<file path="config.mk">
export PLATFORM = sky130hd
export DESIGN_NAME = segx_top
export DESIGN_NICKNAME = d
export VERILOG_FILES = /design/src/rtl/segx_pkg.sv /design/src/rtl/segx_desc_reg.sv /design/src/rtl/segx_xlate.sv /design/src/rtl/segx_rsp_reg.sv /design/src/rtl/segx_top.sv
export SDC_FILE = /design/constraint.sdc
export NUM_CORES = 1
export LEC_CHECK = 0
export BUFFER_PORTS_ARGS = -buffer_cell sky130_fd_sc_hd__buf_4
export CORE_MARGIN = 4
export CORE_UTILIZATION = 45
export CTS_BUF_LIST = sky130_fd_sc_hd__clkbuf_8
export DETAILED_ROUTE_END_ITERATION = 16
export GPL_TIMING_DRIVEN = 0
export PLACE_DENSITY_LB_ADDON = 0.05
export SKIP_LAST_GASP = 1
export SLEW_MARGIN = 20
export SYNTH_ARGS = -nofsm -noshare
export SYNTH_HDL_FRONTEND = slang
export SYNTH_HIERARCHICAL = 1
export SYNTH_SLANG_ARGS = --single-unit
</file>
<file path="constraint.sdc">
create_clock -name clk -period 4.2 [get_ports clk]
set_clock_uncertainty 0.2 [all_clocks]
set_input_delay 0.42 -clock clk [delete_from_list [all_inputs] [get_ports clk]]
set_output_delay 0.42 -clock clk [all_outputs]
set_load 0.02 [all_outputs]
</file>
<file path="src/rtl/segx_pkg.sv">
package segx_pkg;
    localparam int SEGX_AW = 24;
    localparam int SEGX_OW = 16;
endpackage

</file>
<file path="src/rtl/segx_desc_reg.sv">
module segx_desc_reg #(
    parameter int AW = segx_pkg::SEGX_AW
) (
    input  logic          clk,
    input  logic          rst_n,
    input  logic          ld_en,
    input  logic [AW-1:0] ld_base,
    input  logic [AW-1:0] ld_lo,
    input  logic [AW-1:0] ld_hi,
    output logic [AW-1:0] base_q,
    output logic [AW-1:0] lo_q,
    output logic [AW-1:0] hi_q
);
    typedef struct packed {
        logic [AW-1:0] base;
        logic [AW-1:0] lo;
        logic [AW-1:0] hi;
    } desc_t;

    desc_t desc_d, desc_q;

    always_comb begin
        desc_d = desc_q;
        if (ld_en) begin
            desc_d.base = ld_base;
            desc_d.lo   = ld_lo;
            desc_d.hi   = ld_hi;
        end
    end

    always_ff @(posedge clk) begin
        if (!rst_n) begin
            desc_q.base <= '0;
            desc_q.lo   <= '0;
            desc_q.hi   <= '1;
        end else begin
            desc_q <= desc_d;
        end
    end

    assign base_q = desc_q.base;
    assign lo_q   = desc_q.lo;
    assign hi_q   = desc_q.hi;

    // the held descriptor changes only after a load strobe
    a_r7_hold_without_load: assert property (@(posedge clk) disable iff (!rst_n)
        !ld_en |=> $stable(base_q) && $stable(lo_q) && $stable(hi_q));
endmodule

</file>
<file path="src/rtl/segx_xlate.sv">
module segx_xlate #(
    parameter int AW = segx_pkg::SEGX_AW,
    parameter int OW = segx_pkg::SEGX_OW
) (
    input  logic [AW-1:0] base,
    input  logic [AW-1:0] lo,
    input  logic [AW-1:0] hi,
    input  logic [OW-1:0] offset,
    output logic [AW-1:0] phys,
    output logic          fault
);
    localparam int SW  = AW + 1;
    localparam int PAD = SW - OW;

    logic [SW-1:0] sum;
    logic          carry;
    logic          below;
    logic          above;

    always_comb begin
        sum   = {1'b0, base} + {{PAD{1'b0}}, offset};
        carry = sum[AW];
        below = sum[AW-1:0] < lo;
        above = sum[AW-1:0] > hi;
        fault = carry | below | above;
        phys  = fault ? '0 : sum[AW-1:0];
    end

    // a faulting translation never presents a nonzero address
    a_r4_fault_zero_comb: assert final (!fault || phys == '0);
endmodule

</file>
<file path="src/rtl/segx_rsp_reg.sv">
module segx_rsp_reg #(
    parameter int AW = segx_pkg::SEGX_AW
) (
    input  logic          clk,
    input  logic          rst_n,
    input  logic          req_valid,
    input  logic [AW-1:0] phys,
    input  logic          fault,
    output logic          rsp_valid,
    output logic [AW-1:0] rsp_addr,
    output logic          rsp_fault,
    output logic          mem_en
);
    typedef struct packed {
        logic          valid;
        logic [AW-1:0] addr;
        logic          fault;
        logic          men;
    } rsp_t;

    rsp_t rsp_d, rsp_q;

    always_comb begin
        rsp_d       = '0;
        rsp_d.valid = req_valid;
        if (req_valid) begin
            rsp_d.fault = fault;
            rsp_d.addr  = fault ? '0 : phys;
            rsp_d.men   = !fault;
        end
    end

    always_ff @(posedge clk) begin
        if (!rst_n) rsp_q <= '0;
        else        rsp_q <= rsp_d;
    end

    assign rsp_valid = rsp_q.valid;
    assign rsp_addr  = rsp_q.addr;
    assign rsp_fault = rsp_q.fault;
    assign mem_en    = rsp_q.men;

    // response strobe tracks the request one cycle later
    a_r2_rsp_follows: assert property (@(posedge clk) disable iff (!rst_n)
        req_valid |=> rsp_valid);
    a_r2_no_spurious: assert property (@(posedge clk) disable iff (!rst_n)
        !req_valid |=> !rsp_valid);
    // error output forces a zero address
    a_r4_fault_zero: assert property (@(posedge clk) disable iff (!rst_n)
        rsp_fault |-> rsp_addr == '0);
    // memory enable only for a valid, legal response
    a_r5_mem_en_legal: assert property (@(posedge clk) disable iff (!rst_n)
        mem_en |-> rsp_valid && !rsp_fault);
    a_r5_mem_en_given: assert property (@(posedge clk) disable iff (!rst_n)
        rsp_valid && !rsp_fault |-> mem_en);
    // idle cycles leave the response cleared
    a_r9_idle_clear: assert property (@(posedge clk) disable iff (!rst_n)
        !rsp_valid |-> rsp_addr == '0 && !rsp_fault);
endmodule

</file>
<file path="src/rtl/segx_top.sv">
module segx_top #(
    parameter int AW = segx_pkg::SEGX_AW,
    parameter int OW = segx_pkg::SEGX_OW
) (
    input  logic          clk,
    input  logic          rst_n,
    input  logic          ld_en,
    input  logic [AW-1:0] ld_base,
    input  logic [AW-1:0] ld_lo,
    input  logic [AW-1:0] ld_hi,
    input  logic          req_valid,
    input  logic [OW-1:0] req_offset,
    output logic          rsp_valid,
    output logic [AW-1:0] rsp_addr,
    output logic          rsp_fault,
    output logic          mem_en
);
    logic [AW-1:0] base_q;
    logic [AW-1:0] lo_q;
    logic [AW-1:0] hi_q;
    logic [AW-1:0] phys;
    logic          fault;

    segx_desc_reg #(.AW(AW)) u_desc (
        .clk     (clk),
        .rst_n   (rst_n),
        .ld_en   (ld_en),
        .ld_base (ld_base),
        .ld_lo   (ld_lo),
        .ld_hi   (ld_hi),
        .base_q  (base_q),
        .lo_q    (lo_q),
        .hi_q    (hi_q)
    );

    segx_xlate #(.AW(AW), .OW(OW)) u_xlate (
        .base   (base_q),
        .lo     (lo_q),
        .hi     (hi_q),
        .offset (req_offset),
        .phys   (phys),
        .fault  (fault)
    );

    segx_rsp_reg #(.AW(AW)) u_rsp (
        .clk       (clk),
        .rst_n     (rst_n),
        .req_valid (req_valid),
        .phys      (phys),
        .fault     (fault),
        .rsp_valid (rsp_valid),
        .rsp_addr  (rsp_addr),
        .rsp_fault (rsp_fault),
        .mem_en    (mem_en)
    );

    // every granted address lies inside the limits in force at request time
    a_r3_inside_limits: assert property (@(posedge clk) disable iff (!rst_n)
        rsp_valid && !rsp_fault |-> rsp_addr >= $past(lo_q) && rsp_addr <= $past(hi_q));
endmodule

</file>
==> results.md <==
* Max Cap Viol at 0
* Max_slew headroom at 0.637
* Worst-path clk slew at 90 ps
* Failing checks: negative setup slack
* Post-synth top area share at 0.316
* Kind of critical path: reg2reg
* Nets at ~960
* Residual DRC at 0
* DR vias at a little over 5000
* Num CTS Buffers at 9
* Layout cells sized above 1 at 0.278
* Synth warnings at 6
* Initial Util at 0.467
* Synth Flop Type: dfxtp_1
* Pwr dens at 318 mW/mm2
* Worst EP required at ~4300 ps
* CP Cell Sequence: ha_1, a2111o_1, o211ai_4, o2bb2ai_2, xnor2_1, ha_1, nand4_1, buf_4, buf_4, nor2_1, a21oi_1, o211ai_1, o32ai_4, or2_4, buf_6, and4b_1
* Critical path buffer and inverter count at 3
* Register area at 0.00198 mm2
* Post-DR wirelength/cell at 17.2 um
* Synth area leaders: dfxtp_1 32%, ha_1 13%, mux2i_1 12%
* Final worst setup slack at -64.6 ps
* Multi-input logic area at between 0.003 and 0.004 mm2
* Unrepaired setup endpoints after global routing: true
* Setup_tns at -684 ps
* Final Max Tran Viols at 0
* Design area at 0.00791 mm2
* Peak supply drop at 0.185 mV
* Clk_lat worst skew at 390 ps
* Mapped Area at 0.00628 mm2
* Initial antenna violation count at 0
* Final Power at around 2.5 mW
* Chip Width at 126 um
* Hold path cells at 3
* Mapped Cells at 664
* Routability cong. at between 0.8 and 0.9
* Fill cells at 1238
* Outcome: finished with violations
* Total Routing Usage GR at 0.210
* Area grow syn2layout at 26.0%
* Ant. Diodes at 0
* Die area at 0.0159 mm2
* Most common cell after layout, fill and taps aside: buf_4
* Initial drt markers at 269
* Drt pass-1 iters at 5
* Final setup vio count at 22
* Slowest-stage cell, CP: a2111o_1
* Root buf cell: clkbuf_8
* FFs w/ async S/R, synth at 0
* Post-synth EDFFs at 0
* Post-synthesis sequential area ratio at 0.316
* Syn Nets at 820
* Die Height at 126 um
* Row Count at 42
* Post-synth cell types at 64
* Crit Path Max Fanout at 5
* Cell depth of the worst setup path at 16
* Cell taking the most area after synthesis: dfxtp_1
* Pin count of the biggest net entering global routing at 18
* Final Util at 0.588
* Post-DP HPWL at 13500 um
* Placed insts at 957
* First-pass GRT wire length at 26700 um
* Syn_area_per_cell at 9.46 um2
* Most frequent cells in the layout: 131 x buf_4, 98 x dfxtp_1, 73 x mux2i_1
* Clock Sinks at 99
* Slew @ Worst Pin at 539 ps
* Maximum root-to-sink buffer count at 2
* Core Area at 0.0135 mm2
* Vias per inst at between 5 and 6
* Leak Pwr at 3.79 nW
* IO Pins at 119
* CP endpoint kind: flip-flop
* Top Family by Delay on Critical Path: compound AO/OA/AOI/OAI gates
* Number of global-route vias before repair at 5249
* Final Hold Viols at 0
* Reg2reg path depth at 16
* Seq cells post-synth at 99
* Startpoint types: flip-flop
* IO Port Bufs at 117
* Number of routed nets with antenna violations at 0
* TritonCTS clock tree: yes
* Grt ovf at 0
* Finished Layout Cells at 989
* DP Area at ~0.0074 mm2
* H-tree depth at 3
* Max incr delay on CP at 510 ps
* Critical Path AT at 4380 ps
* Post-layout min period at 4260 ps
* Max Clk Rate at 0.234 GHz
* Worst Hold Class: in2reg
* Final wirelength at ~17000 um
* Final Cycle Share at 1.02
## final cells by class
type | count | area share
repair buffers | 133 | 0.127
plain buffers | 30 | 0.0378
clock inverters | 7 | 0.00949
clock buffers | 9 | 0.0157
multi-input cells | 475 | 0.503
inverters | 60 | 0.0285
well taps | 176 | 0.0278
flip-flops and latches | 99 | 0.251
## cells by family (layout without fill, tap and decap cells)
| group | Yosys count | after routing | synth area share |
|---|---|---|---|
| compound gates | 101 | 101 | 0.119 |
| xor+xnor | 13 | 13 | 0.0181 |
| fa+ha+maj | 64 | 64 | 0.129 |
| buf+inv | 90 | 239 | 0.0771 |
| flops | 99 | 99 | 0.316 |
| mux | 75 | 75 | 0.120 |
| simple gates | 222 | 222 | 0.222 |
## synth_stat cells (5+ instances only)
library cell,n
buf_6,5
nor2_1,21
nand4_1,8
ha_1,63
o211ai_1,5
a21oi_1,33
and3_1,5
nor2b_1,55
xnor2_1,10
nor3_1,7
buf_12,5
mux2i_1,74
and4b_1,24
nor3b_2,16
clkbuf_1,10
nand3_1,6
nand2_1,60
buf_4,5
inv_1,60
dfxtp_1,99
o21ai_0,20
## worst min-delay path: cells and delay by family
| family | cells | cell delay (ps) |
|---|---|---|
| muxes | 1 | 50 |
| and+or+nand+nor | 1 | 60 |
| buffers and inverters | 1 | 70 |
## metal layers
layer / GRT usage / wire length, um / up-vias
met5: 0 / 0 / -
met4: 0.0688 / 308 / 0
met3: 0.0322 / 628 / 21
met2: 0.367 / 8500 / 103
met1: 0.266 / 7550 / 2435
li1: - / - / 2628
## registers in the layout, summed over array words and instances, names as in the netlist
name             cells
u_rsp/rsp_valid      1
u_rsp/rsp_addr      24
u_desc/base_q       24
u_desc/lo_q         24
u_desc/hi_q         24
u_rsp/mem_en         1
u_rsp/rsp_fault      1
## report_power, final
part,switching [mW],internal (mW)
clock,0.351,0.278
combinational,0.446,0.420
sequential,0.0327,0.992
## what timing repair did
item,in CTS,in global routing
gates cloned,1,1
resized for setup,28,19
pin swaps,19,21
hold buffers,0,0
buffers inserted,14,0
endpoints found under the setup margin,26,26
## through the flow
step	hold WS, ps	setup WS (ps)
2_1_floorplan	242	20.5
3_3_place_gp	258	-929
3_5_place_dp	263	-1010
4_1_cts	25.8	-157
5_1_grt	30.6	-269
6_report	45.2	-64.6
## worst paths after layout
kind	start	to	slack, ps
min	ld_hi[12]	u_desc/hi_q[12]	50
max reg2reg	u_desc/base_q[7]	u_rsp/rsp_addr[0]	-60
max	u_desc/base_q[7]	u_rsp/rsp_addr[0]	-60
min reg2reg	u_desc/hi_q[7]	u_desc/hi_q[7]	290
Power figures use the tool's default switching activity.
